--- config.mk ---
export PLATFORM = sky130hd
export DESIGN_NAME = freq_lock_det
export DESIGN_NICKNAME = d
export VERILOG_FILES = /design/src/rtl/fld_pkg.sv /design/src/rtl/fld_datapath.sv /design/src/rtl/fld_ctrl.sv /design/src/rtl/freq_lock_det.sv
export SDC_FILE = /design/constraint.sdc
export NUM_CORES = 1
export LEC_CHECK = 0
export BUFFER_PORTS_ARGS = -buffer_cell sky130_fd_sc_hd__buf_2
export CAP_MARGIN = 0
export CORE_MARGIN = 1
export CORE_UTILIZATION = 30
export CTS_CLUSTER_SIZE = 25
export DETAILED_ROUTE_END_ITERATION = 10
export SETUP_SLACK_MARGIN = 0.3
export SLEW_MARGIN = 5
export SYNTH_ARGS = -nofsm -noshare
export SYNTH_HDL_FRONTEND = slang
export SYNTH_SLANG_ARGS = --single-unit
--- constraint.sdc ---
create_clock -name refClk -period 2.3 [get_ports refClk]
set_clock_uncertainty 0.1 [all_clocks]
set_input_delay 0.23 -clock refClk [delete_from_list [all_inputs] [get_ports refClk]]
set_output_delay 0.23 -clock refClk [all_outputs]
set_load 0.02 [all_outputs]
--- src/rtl/fld_pkg.sv ---
package fld_pkg;
  // strobe from control to datapath
  typedef struct packed {
    logic winEnd;
  } ctlStrobe_t;

  // band result from datapath to control
  typedef struct packed {
    logic acqOk;
    logic holdOk;
  } bandFlags_t;

  typedef enum logic [1:0] {
    ST_SEARCH = 2'd0,
    ST_PEND   = 2'd1,
    ST_LOCK   = 2'd2
  } lockState_t;
endpackage

--- src/rtl/fld_datapath.sv ---
module fld_datapath
  import fld_pkg::*;
#(
  parameter int WIN_CYC     = 4096,
  parameter int DIV_BASE    = 8,
  parameter int ACQ_PCT     = 1,
  parameter int HOLD_PCT    = 2,
  parameter int NUM_RATES   = 6,
  parameter int RATE_W      = 3,
  parameter int SYNC_STAGES = 2
) (
  input  logic              refClk,
  input  logic              rstN,
  input  logic              vcoDivClk,
  input  logic [RATE_W-1:0] rateCode,
  input  ctlStrobe_t        ctl,
  output bandFlags_t        flags
);
  localparam int CNT_W    = $clog2(WIN_CYC + 1);
  localparam int EXP      = WIN_CYC / DIV_BASE;
  localparam int ACQ_DEV  = EXP * ACQ_PCT / 100;
  localparam int HOLD_DEV = EXP * HOLD_PCT / 100;
  localparam logic [CNT_W-1:0] EXP_C      = CNT_W'(EXP);
  localparam logic [CNT_W-1:0] ACQ_C      = CNT_W'(ACQ_DEV);
  localparam logic [CNT_W-1:0] HOLD_C     = CNT_W'(HOLD_DEV);
  localparam logic [CNT_W-1:0] CNT_MAX    = CNT_W'(WIN_CYC);
  localparam logic [RATE_W-1:0] MAX_CODE  = RATE_W'(NUM_RATES - 1);

  logic [SYNC_STAGES-1:0] syncReg;
  logic                   prevLvl;
  logic                   edgePulse;
  logic [CNT_W-1:0]       edgeCnt;
  logic [CNT_W-1:0]       devAbs;
  logic                   rateOk;

  genvar gi;
  generate
    for (gi = 0; gi < SYNC_STAGES; gi++) begin : g_sync
      if (gi == 0) begin : g_first
        always_ff @(posedge refClk or negedge rstN)
          if (!rstN) syncReg[0] <= 1'b0;
          else       syncReg[0] <= vcoDivClk;
      end else begin : g_next
        always_ff @(posedge refClk or negedge rstN)
          if (!rstN) syncReg[gi] <= 1'b0;
          else       syncReg[gi] <= syncReg[gi-1];
      end
    end
  endgenerate

  always_ff @(posedge refClk or negedge rstN)
    if (!rstN) prevLvl <= 1'b0;
    else       prevLvl <= syncReg[SYNC_STAGES-1];

  assign edgePulse = syncReg[SYNC_STAGES-1] & ~prevLvl;

  always_ff @(posedge refClk or negedge rstN) begin
    if (!rstN)                           edgeCnt <= '0;
    else if (ctl.winEnd)                 edgeCnt <= '0;
    else if (edgePulse && edgeCnt != CNT_MAX) edgeCnt <= edgeCnt + CNT_W'(1);
  end

  always_comb begin
    devAbs = (edgeCnt >= EXP_C) ? (edgeCnt - EXP_C) : (EXP_C - edgeCnt);
    rateOk = (rateCode <= MAX_CODE);
    flags.acqOk  = rateOk && (devAbs <= ACQ_C);
    flags.holdOk = rateOk && (devAbs <= HOLD_C);
  end
endmodule

--- src/rtl/fld_ctrl.sv ---
module fld_ctrl
  import fld_pkg::*;
#(
  parameter int WIN_CYC = 4096
) (
  input  logic       refClk,
  input  logic       rstN,
  input  bandFlags_t flags,
  output ctlStrobe_t ctl,
  output logic       lockDet,
  output logic       phaseLoopSel
);
  localparam int WIN_W = $clog2(WIN_CYC);
  localparam logic [WIN_W-1:0] WIN_LAST = WIN_W'(WIN_CYC - 1);

  logic [WIN_W-1:0] winCnt;
  lockState_t       state, stateNxt;

  always_ff @(posedge refClk or negedge rstN)
    if (!rstN)            winCnt <= '0;
    else if (ctl.winEnd)  winCnt <= '0;
    else                  winCnt <= winCnt + WIN_W'(1);

  assign ctl.winEnd = (winCnt == WIN_LAST);

  always_comb begin
    stateNxt = state;
    if (ctl.winEnd) begin
      unique case (state)
        ST_SEARCH: stateNxt = flags.acqOk  ? ST_PEND : ST_SEARCH;
        ST_PEND:   stateNxt = flags.acqOk  ? ST_LOCK : ST_SEARCH;
        ST_LOCK:   stateNxt = flags.holdOk ? ST_LOCK : ST_SEARCH;
        default:   stateNxt = ST_SEARCH;
      endcase
    end
  end

  always_ff @(posedge refClk or negedge rstN) begin
    if (!rstN) begin
      state        <= ST_SEARCH;
      lockDet      <= 1'b0;
      phaseLoopSel <= 1'b0;
    end else begin
      state        <= stateNxt;
      lockDet      <= (stateNxt == ST_LOCK);
      phaseLoopSel <= (stateNxt == ST_LOCK);
    end
  end
endmodule

--- src/rtl/freq_lock_det.sv ---
module freq_lock_det
  import fld_pkg::*;
#(
  parameter int WIN_CYC   = 4096,
  parameter int DIV_BASE  = 8,
  parameter int ACQ_PCT   = 1,
  parameter int HOLD_PCT  = 2,
  parameter int NUM_RATES = 6
) (
  input  logic       refClk,
  input  logic       rstN,
  input  logic       vcoDivClk,
  input  logic [2:0] rateCode,
  output logic       lockDet,
  output logic       phaseLoopSel
);
  ctlStrobe_t ctlS;
  bandFlags_t flags;

  fld_datapath #(
    .WIN_CYC(WIN_CYC), .DIV_BASE(DIV_BASE), .ACQ_PCT(ACQ_PCT),
    .HOLD_PCT(HOLD_PCT), .NUM_RATES(NUM_RATES), .RATE_W(3), .SYNC_STAGES(2)
  ) u_dp (
    .refClk(refClk), .rstN(rstN), .vcoDivClk(vcoDivClk),
    .rateCode(rateCode), .ctl(ctlS), .flags(flags)
  );

  fld_ctrl #(.WIN_CYC(WIN_CYC)) u_ctrl (
    .refClk(refClk), .rstN(rstN), .flags(flags), .ctl(ctlS),
    .lockDet(lockDet), .phaseLoopSel(phaseLoopSel)
  );
endmodule

Yosys cells after proc, flatten, opt, wreduce, memory -nomap -nowiden

Cells that the tools add are included.

Register bits: 31
Input bits: 6
Output and inout bits: 2
Logic and storage cells: 36

Add/sub/neg operators: 4
Magnitude comparators: 4
Equal/unequal tests: 5
Multiplexer cells: 9
Bitwise operators: 2
Reductions and logical operators: 5

Operators with widths:

| kind                   | count |
|---|---|
| $mux 13                | 3 |
| $add 13x1->13 const B  | 1 |
| $ge 13x10->1 const B   | 1 |
| $le 13x3->1 const B    | 1 |
| $le 13x4->1 const B    | 1 |
| $ne 13x13->1 const B   | 1 |
| $sub 10x13->13 const A | 1 |
| $sub 13x10->13 const B | 1 |
| $add 12x1->12 const B  | 1 |
| $eq 12x12->1 const B   | 1 |
| $mux 12                | 1 |
| $mux 2                 | 3 |
| $pmux 2 s3             | 1 |
| $eq 2x2->1 const B     | 2 |
| $le 3x3->1 const B     | 1 |
| $logic_and 1x1->1      | 3 |
| $eq 2x1->1 const B     | 1 |
| $logic_not 2->1        | 1 |
| $reduce_bool 2->1      | 1 |
| $and 1x1->1            | 1 |
| $mux 1                 | 1 |
| $not 1->1              | 1 |

Depth between registers and ports, before layout

Gate-level depths: netlist of the first run.

Depth in word-level cells: 8
Gate-level depth with buffers: 9
Gate-level depth less buffers: 8

Hierarchy

From an unflattened synthesis of the first run, not the netlist that was laid out.

Cells, all modules: 190
Area total of the unflattened synthesis: 1890.6 µm²

Modules (own cells, without submodules):

| module       | instances | cells an instance | area each (µm²) | sequential area each (µm²) |
|---|---|---|---|---|
| fld_datapath | 1         | 124               | 1156.1          | 400.4 |
| fld_ctrl     | 1         | 66                | 734.5           | 375.4 |

Worst setup path after synthesis of the first run

OpenSTA, ideal clock, no wires.

Path kind: register to register
Start point: register u_dp.edgeCnt[9]
End point: register u_ctrl.lockDet
Library setup time: 127 ps
Arrival: 2290 ps
Required time: 2073 ps
Setup slack: -216 ps
Stages on the path, launching flop included: 10
Buffers on the path: 1
Period minus slack after synthesis: 2516 ps
Cell sequence: dfrtp_1 > inv_1 > ha_1 > or3b_1 > clkbuf_2 > a31oi_1 > mux2i_1 > nor3_1 > nor3b_1 > a311o_2

Word-level cells in the longest chain between the ends: 8
Elaborated cells on any way between the ends: 14
Classes of those cells: add/sub (2); order compare (3); eq/ne (1); mux (6); reduce/logical (2)

RTL lines:

| what                                         | line                                   | source |
|---|---|---|
| start, declared                              | fld_datapath.sv:32                     | `logic [CNT_W-1:0] edgeCnt;` |
| start signal, assigned                       | fld_datapath.sv:60                     | `else if (edgePulse && edgeCnt != CNT_MAX) edgeCnt <= edgeCnt + CNT_W'(1);` |
| $sub 10x13->13, or another cell as far along | fld_datapath.sv:64                     | `devAbs = (edgeCnt >= EXP_C) ? (edgeCnt - EXP_C) : (EXP_C - edgeCnt);` |
| $mux 13 (*)                                  | fld_datapath.sv:64                     |  |
| $le 13x3->1 or $le 13x4->1 (tied branches)   | fld_datapath.sv:66, fld_datapath.sv:67 |  |
| $logic_and 1x1->1 (on tied branches)         | fld_datapath.sv:66, fld_datapath.sv:67 |  |
| $mux 1, or another cell as far along         | fld_ctrl.sv:30                         | `ST_SEARCH: stateNxt = flags.acqOk ? ST_PEND : ST_SEARCH;` |
| $pmux 2 s3 (*)                               | fld_ctrl.sv:29                         | `unique case (state)` |
| $mux 2 (*)                                   | fld_ctrl.sv:28                         | `if (ctl.winEnd) begin` |
| $eq 2x2->1 (*)                               | fld_ctrl.sv:45                         | `lockDet <= (stateNxt == ST_LOCK);` |
| end signal, assigned                         | fld_ctrl.sv:45                         |  |
| end, declared                                | fld_ctrl.sv:10                         | `output logic lockDet,` |

Mark *: on every way between the ends. The rest lies on a longest branch, timed or not.
A chain may end at the register's enable or synchronous reset.

Worst setup path after layout of the first run

Start point: register u_dp.edgeCnt[10]
End point: register u_ctrl.state[0]

Word-level cells in the longest chain between the ends: 7
Elaborated cells on any way between the ends: 9
Classes of those cells: add/sub (2); order compare (2); mux (4); reduce/logical (1)

RTL lines:

| what                                         | line               | source |
|---|---|---|
| $sub 10x13->13, or another cell as far along | fld_datapath.sv:64 |  |
| $mux 13 (*)                                  | fld_datapath.sv:64 |  |
| $le 13x3->1 (*)                              | fld_datapath.sv:66 | `flags.acqOk = rateOk && (devAbs <= ACQ_C);` |
| $logic_and 1x1->1 (*)                        | fld_datapath.sv:66 |  |
| $mux 1 (*)                                   | fld_ctrl.sv:30     |  |
| $pmux 2 s3 (*)                               | fld_ctrl.sv:29     |  |
| $mux 2 (*)                                   | fld_ctrl.sv:28     |  |
| via u_ctrl.stateNxt[0]                       | fld_ctrl.sv:17     | `lockState_t state, stateNxt;` |
| end signal, assigned                         | fld_ctrl.sv:44     | `state <= stateNxt;` |
| end, declared                                | fld_ctrl.sv:17     |  |

The timed path passes the listed nets; every way through them passes the cells marked *.

==> results of run 1 <==
[kinds of logic (layout without fill, tap and decap cells)]
family,after synthesis,count (layout),synth area share
flops,31,31,0.443
mux,3,3,0.0179
simple gates,78,78,0.243
buf+inv,14,46,0.0407
compound gates,18,18,0.0822
fa+ha+maj,6,6,0.0429
xor+xnor,26,26,0.130
[report_power, final]
group	internal [mW]	switching, mW
registers	0.596	0.0508
logic	0.373	0.355
clock network	0.350	0.204
total	1.32	0.610
[flip-flops by register name (all words and copies together), names as in the netlist]
register	flops
u_ctrl.lockDet	1
u_ctrl.state	2
u_ctrl.winCnt	12
u_dp.edgeCnt	13
u_dp.prevLvl	1
u_dp.syncReg	2
[layout by cell type, fill, tap and decap left out, types with 2 or more instances in the layout]
| cell type | Yosys | final |
|---|---|---|
| nand2_1 | 13 | 12 |
| nor3b_1 | 4 | 3 |
| ha_4 | 0 | 2 |
| buf_4 | 2 | 23 |
| clkbuf_8 | 0 | 6 |
| o21ai_0 | 3 | 2 |
| nand4_1 | 3 | 3 |
| nor2b_1 | 3 | 3 |
| nor2_1 | 28 | 28 |
| ha_1 | 6 | 4 |
| xor2_1 | 14 | 14 |
| and3_1 | 3 | 3 |
| dlygate4sd3_1 | 0 | 2 |
| nand3_1 | 8 | 8 |
| nor3_1 | 3 | 3 |
| xnor2_1 | 12 | 12 |
| dfrtp_1 | 31 | 31 |
| and4_1 | 3 | 3 |
| o21ai_1 | 1 | 2 |
| buf_2 | 2 | 6 |
| inv_1 | 6 | 2 |
| inv_2 | 0 | 4 |
[routing by layer]
layer  vias to the layer above  global-route usage  share of wire
li1                        667                   -              -
met4                         0              0.0611          0.021
met2                        14               0.204           0.47
met1                       623               0.171           0.49
met3                         4              0.0279          0.020
met5                         -                   0              0
[timing repair]
item,CTS,global route
gates resized for setup,11,9
pin swaps,6,5
hold buffers,2,0
buffers inserted,1,0
setup endpoints to repair,3,8
endpoints found under the hold margin,32,0
[worst max-delay path: stages (launching register included)]
cell,delay (ns)
dfrtp_1,0.39
inv_2,0.08
ha_4,0.13
or3b_4,0.44
a2111oi_2,0.46
o2bb2ai_2,0.19
nor4_4,0.34
mux2_4,0.19
[final timing paths]
path                                  startpoint                to  slack (ns)
worst max-delay path            u_dp.edgeCnt[10]   u_ctrl.state[0]        -0.1
worst min-delay path             u_dp.syncReg[0]   u_dp.syncReg[1]        0.26
worst max register to register  u_dp.edgeCnt[10]   u_ctrl.state[0]        -0.1
worst min register to register   u_dp.syncReg[0]   u_dp.syncReg[1]        0.26
max in group asynchronous                   rstN  u_ctrl.winCnt[9]        1.23
min in group asynchronous                   rstN   u_dp.edgeCnt[8]        0.42
[cell type report]
class	count	area (um^2)	area share
clock inverter	2	35.0	0.0157
multi-input combinational	131	996	0.445
inverter	6	22.5	0.0101
sequential	31	776	0.347
timing repair buffer	32	234	0.105
tap	72	90.1	0.0403
clock buffer	6	82.6	0.0369
[metrics by stage]
stage	setup TNS [ns]	power, mW
floorplan	-0.398	1.08
global placement	-0.563	1.30
detailed placement	-0.738	1.31
CTS	-0.201	1.89
global route	-0.586	2.05
finish	-0.225	1.93
==> impl_results.md, run 1 <==
- Top-count cell post-synth: dfrtp_1
- First-pass GRT wire length: 6150 um
- Core ar.: 5570 um^2
- Final std cell area, no fill: 2240 um^2
- Most common library cells after synthesis: dfrtp_1, nor2_1, xor2_1
- CTS H-tree depth: 2
- Endpoint class of the critical path: flip-flop
- Largest net degree at the start of global routing: 32
- First-pass DRT Iterations: 4
- Placed Instance Area: 2020 um^2
- CTS Buf Count: 5
- Syn Area/Cell: 9.95 um^2
- CP required: 2.42 ns
- Ant. Diodes: 0
- Layout cells sized above 1: 0.279
- Port bufs: 6
- CP Launch Type: flip-flop
- Antenna violations before repair: 0
- Inst Count DP: 269
- Fill cells: 563
- EDFF count, synth: 0
- Max Clk Rate: 0.417 GHz
- Fin. Hold Viols: 0
- Gr usage total: 0.130
- Cell count after synthesis: 176
- Final setup fails: 3
- Die width: 78.4 um
- Placed wire-length estimate: 2380 um
- Measured slew at the worst slew-check pin: 0.692 ns
- WL/cell: 12.4 um
- Hold-critical path depth: 0
- Antenna-violating nets left: 0
- Critical path fanouts, max: 8
- Clk sink count: 31
- Vias: 1308
- Run status: finished, violations left
- Final Net Count: 219
- Layout overhead on the synthesized area: 27.7%
- FF-to-FF path depth: 7
- Initial core utilization: 0.314
- Critical Path AT: 2.52 ns
- Post-synthesis register bit count: 31
- Routed WL: 3460 um
- Yosys top cell area share: 0.443
- Synth warnings: 0
- Slew headroom: 0.539
- Yosys cell types: 46
- Chip Height: 78.4 um
- Yosys top cell by area: dfrtp_1
- Synth Flop Type: dfrtp_1
- Post-route setup slack: -0.0972 ns
- Violated checks: setup timing
- Final Util: 0.401
- CTS max path bufs: 2
- # DRC: 0
- Period Utilization, post-route: 1.04
- Final Max Tran Viols: 0
- IO Pins: 8
- Clock slew at reported path FFs: 0.07 ns
- # rows: 27
- Vias per cell: 4.67
- Pwr dens: 863 nW/um^2
- Critical path type: flip-flop to flip-flop
- CTS tree: yes
- Synth area leaders: dfrtp_1, xor2_1, nor2_1
- Die ar.: 6140 um^2
- Maxcap violations: 0
- Global route total overflow: 0
- Clock root cell: clkbuf_8
- Dpl ws: -0.265 ns
- Peak VDD IR: 0.000423 V
- Async set-reset flop share out of synthesis: 1.00
- DRT iter0 DRCs: 68
- Non-Filler Instances: 280
- Hold slack: 0.259 ns
- Share of the yosys chip area belonging to registers: 0.443
- Unrepaired setup endpoints after global routing: yes
- RD Place Congestion: 0.786
- Syn Nets: 188
- Synth Cell Area: 1750 um^2
- Vias in the first global route: 1280
- Static leakage: 0.972 nW
- Fin crit period: 2.40 ns
- Worst-Skew Late Latency: 0.28 ns
- HP Class: flip-flop to flip-flop
Power figures use the tool's default switching activity.
==> run 2, diff against run 1 <==
--- a/config.mk
+++ b/config.mk
@@ -9,10 +9,12 @@
 export CAP_MARGIN = 0
 export CORE_MARGIN = 1
 export CORE_UTILIZATION = 30
+export CTS_CLUSTER_DIAMETER = 80
 export CTS_CLUSTER_SIZE = 25
 export DETAILED_ROUTE_END_ITERATION = 10
 export SETUP_SLACK_MARGIN = 0.3
 export SLEW_MARGIN = 5
 export SYNTH_ARGS = -nofsm -noshare
 export SYNTH_HDL_FRONTEND = slang
+export SYNTH_HIERARCHICAL = 1
 export SYNTH_SLANG_ARGS = --single-unit
==> impl_results.md, run 2 <==
- # rows: 28 (+3.7%)
- Layout overhead on the synthesized area: 28.9%
- M1 wire length: 1970 um (+15%)
- Yosys top cell area share: 0.410 (-0.0328)
- Largest registers: u_dp/edgeCnt (13), u_ctrl/winCnt (12)
- Layout cells sized above 1: 0.341 (+0.0618)
- Most common library cells after synthesis: dfrtp_1, nor2_1, nand3_1
- Final setup fails: 3 (unchanged)
- Fin. Hold Viols: 0 (unchanged)
- RD Place Congestion: 0.808 (+2.7%)
- CTS H-tree depth: 2 (unchanged)
- Global route total overflow: 0 (unchanged)
- Syn Nets: 202 (+7.4%)
- Dpl ws: -0.230 ns (+0.0345 ns)
- Pwr Total: 1.93 mW (+0.12%)
- Slew headroom: 0.554 (+0.0154)
- Unrepaired setup endpoints after global routing: yes
- DRT iter0 DRCs: 110 (+62%)
- Yosys top cell by area: dfrtp_1
- Vias: 1489 (+14%)
- Placed wire-length estimate: 2810 um (+18%)
- Simple logic cell fraction of the synthesized area: 0.255 (+0.0124)
- Clock group share of total power: 0.245 (-0.042)
- Run status: finished, violations left
- Synth warnings: 6 (+6)
- Crit-path slowest cell: dfrtp_1
- Post-Synth Adder-Cell Area: 0.0397 (-0.00318)
- Delay-heaviest family, CP: compound AO/OA/AOI/OAI gates
- Number of buffers and inverters on the critical path: 2 (+1)
- EDFF count, synth: 0 (unchanged)
- Clk sink count: 31 (unchanged)
- First-pass GRT wire length: 6520 um (+6.1%)
- CTS tree: yes
- Top Layer Used: met4
- Yosys cell types: 46 (unchanged)
- CP required: 2.42 ns (about the same)
- HP Class: flip-flop to flip-flop
- Critical Path AT: 2.64 ns (+0.12 ns)
- First-pass DRT Iterations: 4 (unchanged)
- Worst-Skew Late Latency: 0.28 ns (about the same)
- Routed WL: 3880 um (+12%)
- Share of the yosys chip area belonging to registers: 0.410 (-0.0328)
- IO Pins: 8 (unchanged)
- Max Clk Rate: 0.396 GHz (-5.1%)
- Combinational Power Share: 0.421 (+0.044)
- Cell count after synthesis: 190 (+8.0%)
- Clock slew at reported path FFs: 0.07 ns (about the same)
- Synth area leaders: dfrtp_1, xor2_1, xnor2_1
- XOR/XNOR Fraction of Synth Area: 0.0973 (-0.0328)
- Synth Cell Area: 1890 um^2 (+8.0%)
- CTS Buf Count: 5 (unchanged)
- Min-Delay Endpoint: u_dp/syncReg[1]
- Max FFs per register: 13 (unchanged)
- Ant. Diodes: 0 (unchanged)
- Final Util: 0.407 (+0.00573)
- Antenna violations before repair: 0 (unchanged)
- Final Max Tran Viols: 0 (unchanged)
- Reg2reg setup slack: -0.23 ns (-0.13 ns)
- Synth Flop Type: dfrtp_1
- HP Start: u_dp/syncReg[0]
- Syn Area/Cell: 9.95 um^2 (about the same)
- Worst path max stage delay: 0.39 ns (-0.07 ns)
- Pwr dens: 793 nW/um^2 (-8.2%)
- Reg2reg end: u_ctrl/state[1]
- Fin crit period: 2.53 ns (+0.129 ns)
- Met2 WL: 1810 um (+11%)
- FF-to-FF path depth: 9 (+2)
- Die ar.: 6620 um^2 (+7.8%)
- Antenna-violating nets left: 0 (unchanged)
- CTS max path bufs: 2 (unchanged)
- Largest net degree at the start of global routing: 32 (unchanged)
- Post-route setup slack: -0.226 ns (-0.129 ns)
- Clock root cell: clkbuf_8
- Endpoint class of the critical path: flip-flop
- Vias per cell: 4.90 (+4.9%)
- Sequential Power Share: 0.333 (-0.002)
- Top-count cell post-synth: dfrtp_1
- Critical path type: flip-flop to flip-flop
- Core ar.: 5990 um^2 (+7.5%)
- CP Launch Type: flip-flop
- Port bufs: 6 (unchanged)
- Static leakage: 1.07 nW (+10%)
- Peak VDD IR: 0.000338 V (-20%)
- Critical path fanouts, max: 2 (-6)
- Final Net Count: 240 (+9.6%)
- Initial core utilization: 0.316 (+0.00155)
- Largest family of logic cells by synthesized area: simple AND/OR/NAND/NOR gates
- Die width: 81.4 um (+3.8%)
- Cell Int Power: 1.27 mW (-3.9%)
- Async set-reset flop share out of synthesis: 1.00 (unchanged)
- Chip Height: 81.4 um (+3.8%)
- Measured slew at the worst slew-check pin: 0.668 ns (-0.0231 ns)
- Violated checks: setup timing
- CP Cell Sequence: inv_2 -> ha_4 -> or3b_4 -> a41oi_4 -> mux2_4 -> buf_4 -> a2111oi_4 -> nand4_4 -> a21bo_1
- Mux contribution to synthesized area: 0.0251 (+0.00728)
- Wire length on met3: 64 um (-5.9%)
- Period Utilization, post-route: 1.10 (+0.0562)
- Largest Register: u_dp/edgeCnt
- # DRC: 0 (unchanged)
- Worst flop-to-flop path startpoint: u_dp/edgeCnt[10]
- WL/cell: 12.8 um (+3.1%)
- Switch Pwr: 0.664 mW (+8.9%)
- Maxcap violations: 0 (unchanged)
- Gr usage total: 0.128 (-0.00246)
- Vias in the first global route: 1393 (+8.8%)
- Hold-critical path depth: 0 (unchanged)
- Commonest cells after routing, fill and taps aside: dfrtp_1, buf_4, nor2_1
- Compound-cell area share of the yosys netlist: 0.119 (+0.0369)
- Switching part of the total: 0.344 (+0.0276)
- Most common cell after layout, fill and taps aside: dfrtp_1
- Post-synthesis register bit count: 31 (unchanged)
[run 2: cell types whose count changed in the layout (fill, tap and decap cells not counted), sizes merged, moves of 3 or more]
cell   previous run  this run
a21oi             1         8
and2              0         3
and3              3         6
buf              30        38
nand3             8        14
nand4             3         9
nor2             28        22
nor3b             4         0
xor2             14        11
[run 2: worst register-to-register path, cell delays in order, from the launching register on]
cell and delay, ns:
dfrtp_1 0.39, inv_2 0.09, ha_4 0.13, or3b_4 0.39, a41oi_4 0.21, mux2_4 0.33
buf_4 0.14, a2111oi_4 0.37, nand4_4 0.14, a21bo_1 0.19
[run 2: worst max-delay path by stage]
stage / startpoint / endpoint / slack (ns) / depth (start not counted)
final: u_dp/edgeCnt[10] / u_ctrl/state[1] / -0.23 / 9
after global routing: u_dp/edgeCnt[10] / u_ctrl/state[1] / -0.31 / 9
after CTS: u_dp/edgeCnt[10] / u_ctrl/phaseLoopSel / -0.21 / 10
after detailed placement: u_dp/edgeCnt[10] / u_ctrl/state[1] / -0.23 / 10
after global placement: u_dp/edgeCnt[9] / u_ctrl/state[1] / -0.16 / 10
after floorplan: u_dp/edgeCnt[10] / u_ctrl/phaseLoopSel / -0.35 / 11
[run 2: metal layers]
metal | vias to the layer above | track usage
li1 | 748 | -
met5 | - | 0
met2 | 14 | 0.191
met3 | 4 | 0.0202
met1 | 723 | 0.183
met4 | 0 | 0.0482
[run 2: per-stage QoR]
step | instance area (um^2) | hold WS, ns | setup TNS [ns] | std cells
finish | 2440 | 0.253 | -0.590 | 304
CTS | 2330 | 0.255 | -0.570 | 300
global placement | 2170 | 0.218 | -0.434 | 289
detailed placement | 2170 | 0.219 | -0.595 | 289
floorplan | 1930 | -0.166 | -0.803 | 190
global route | 2440 | 0.256 | -0.897 | 304
[run 2: power groups by stage]
| stage | logic [mW] | registers, mW | clock network [mW] |
|---|---|---|---|
| finish | 0.814 | 0.644 | 0.474 |
| floorplan | 0.496 | 0.631 | 0 |
| detailed placement | 0.692 | 0.652 | 0 |
| CTS | 0.714 | 0.641 | 0.494 |
| global route | 0.898 | 0.649 | 0.520 |
| global placement | 0.685 | 0.650 | 0 |
[run 2: repair_timing]
action | CTS | global route
setup buffers | 1 | 3
hold endpoints to repair | 32 | 0
hold buffers | 2 | 0
cloned | 0 | 1
pin swaps | 2 | 9
resized for setup | 4 | 17
setup endpoints to repair | 11 | 14
[run 2: cells by family after synthesis]
logic type               after synthesis
AND/OR/NAND/NOR                       84
flip-flops                            31
AO/OA/AOI/OAI                         28
XOR/XNOR                              21
buffers and inverters                 16
adder cells (fa/ha/maj)                6
multiplexers                           4
[run 2: area by class of cell]
type | instances | area, um^2
multi-input cells | 143 | 1130
repair buffers | 40 | 302
inverters | 7 | 28.8
flip-flops and latches | 31 | 777
well taps | 75 | 93.8
clock buffers | 7 | 96.3
clock inverters | 1 | 7.51
fillers | 588 | 3550
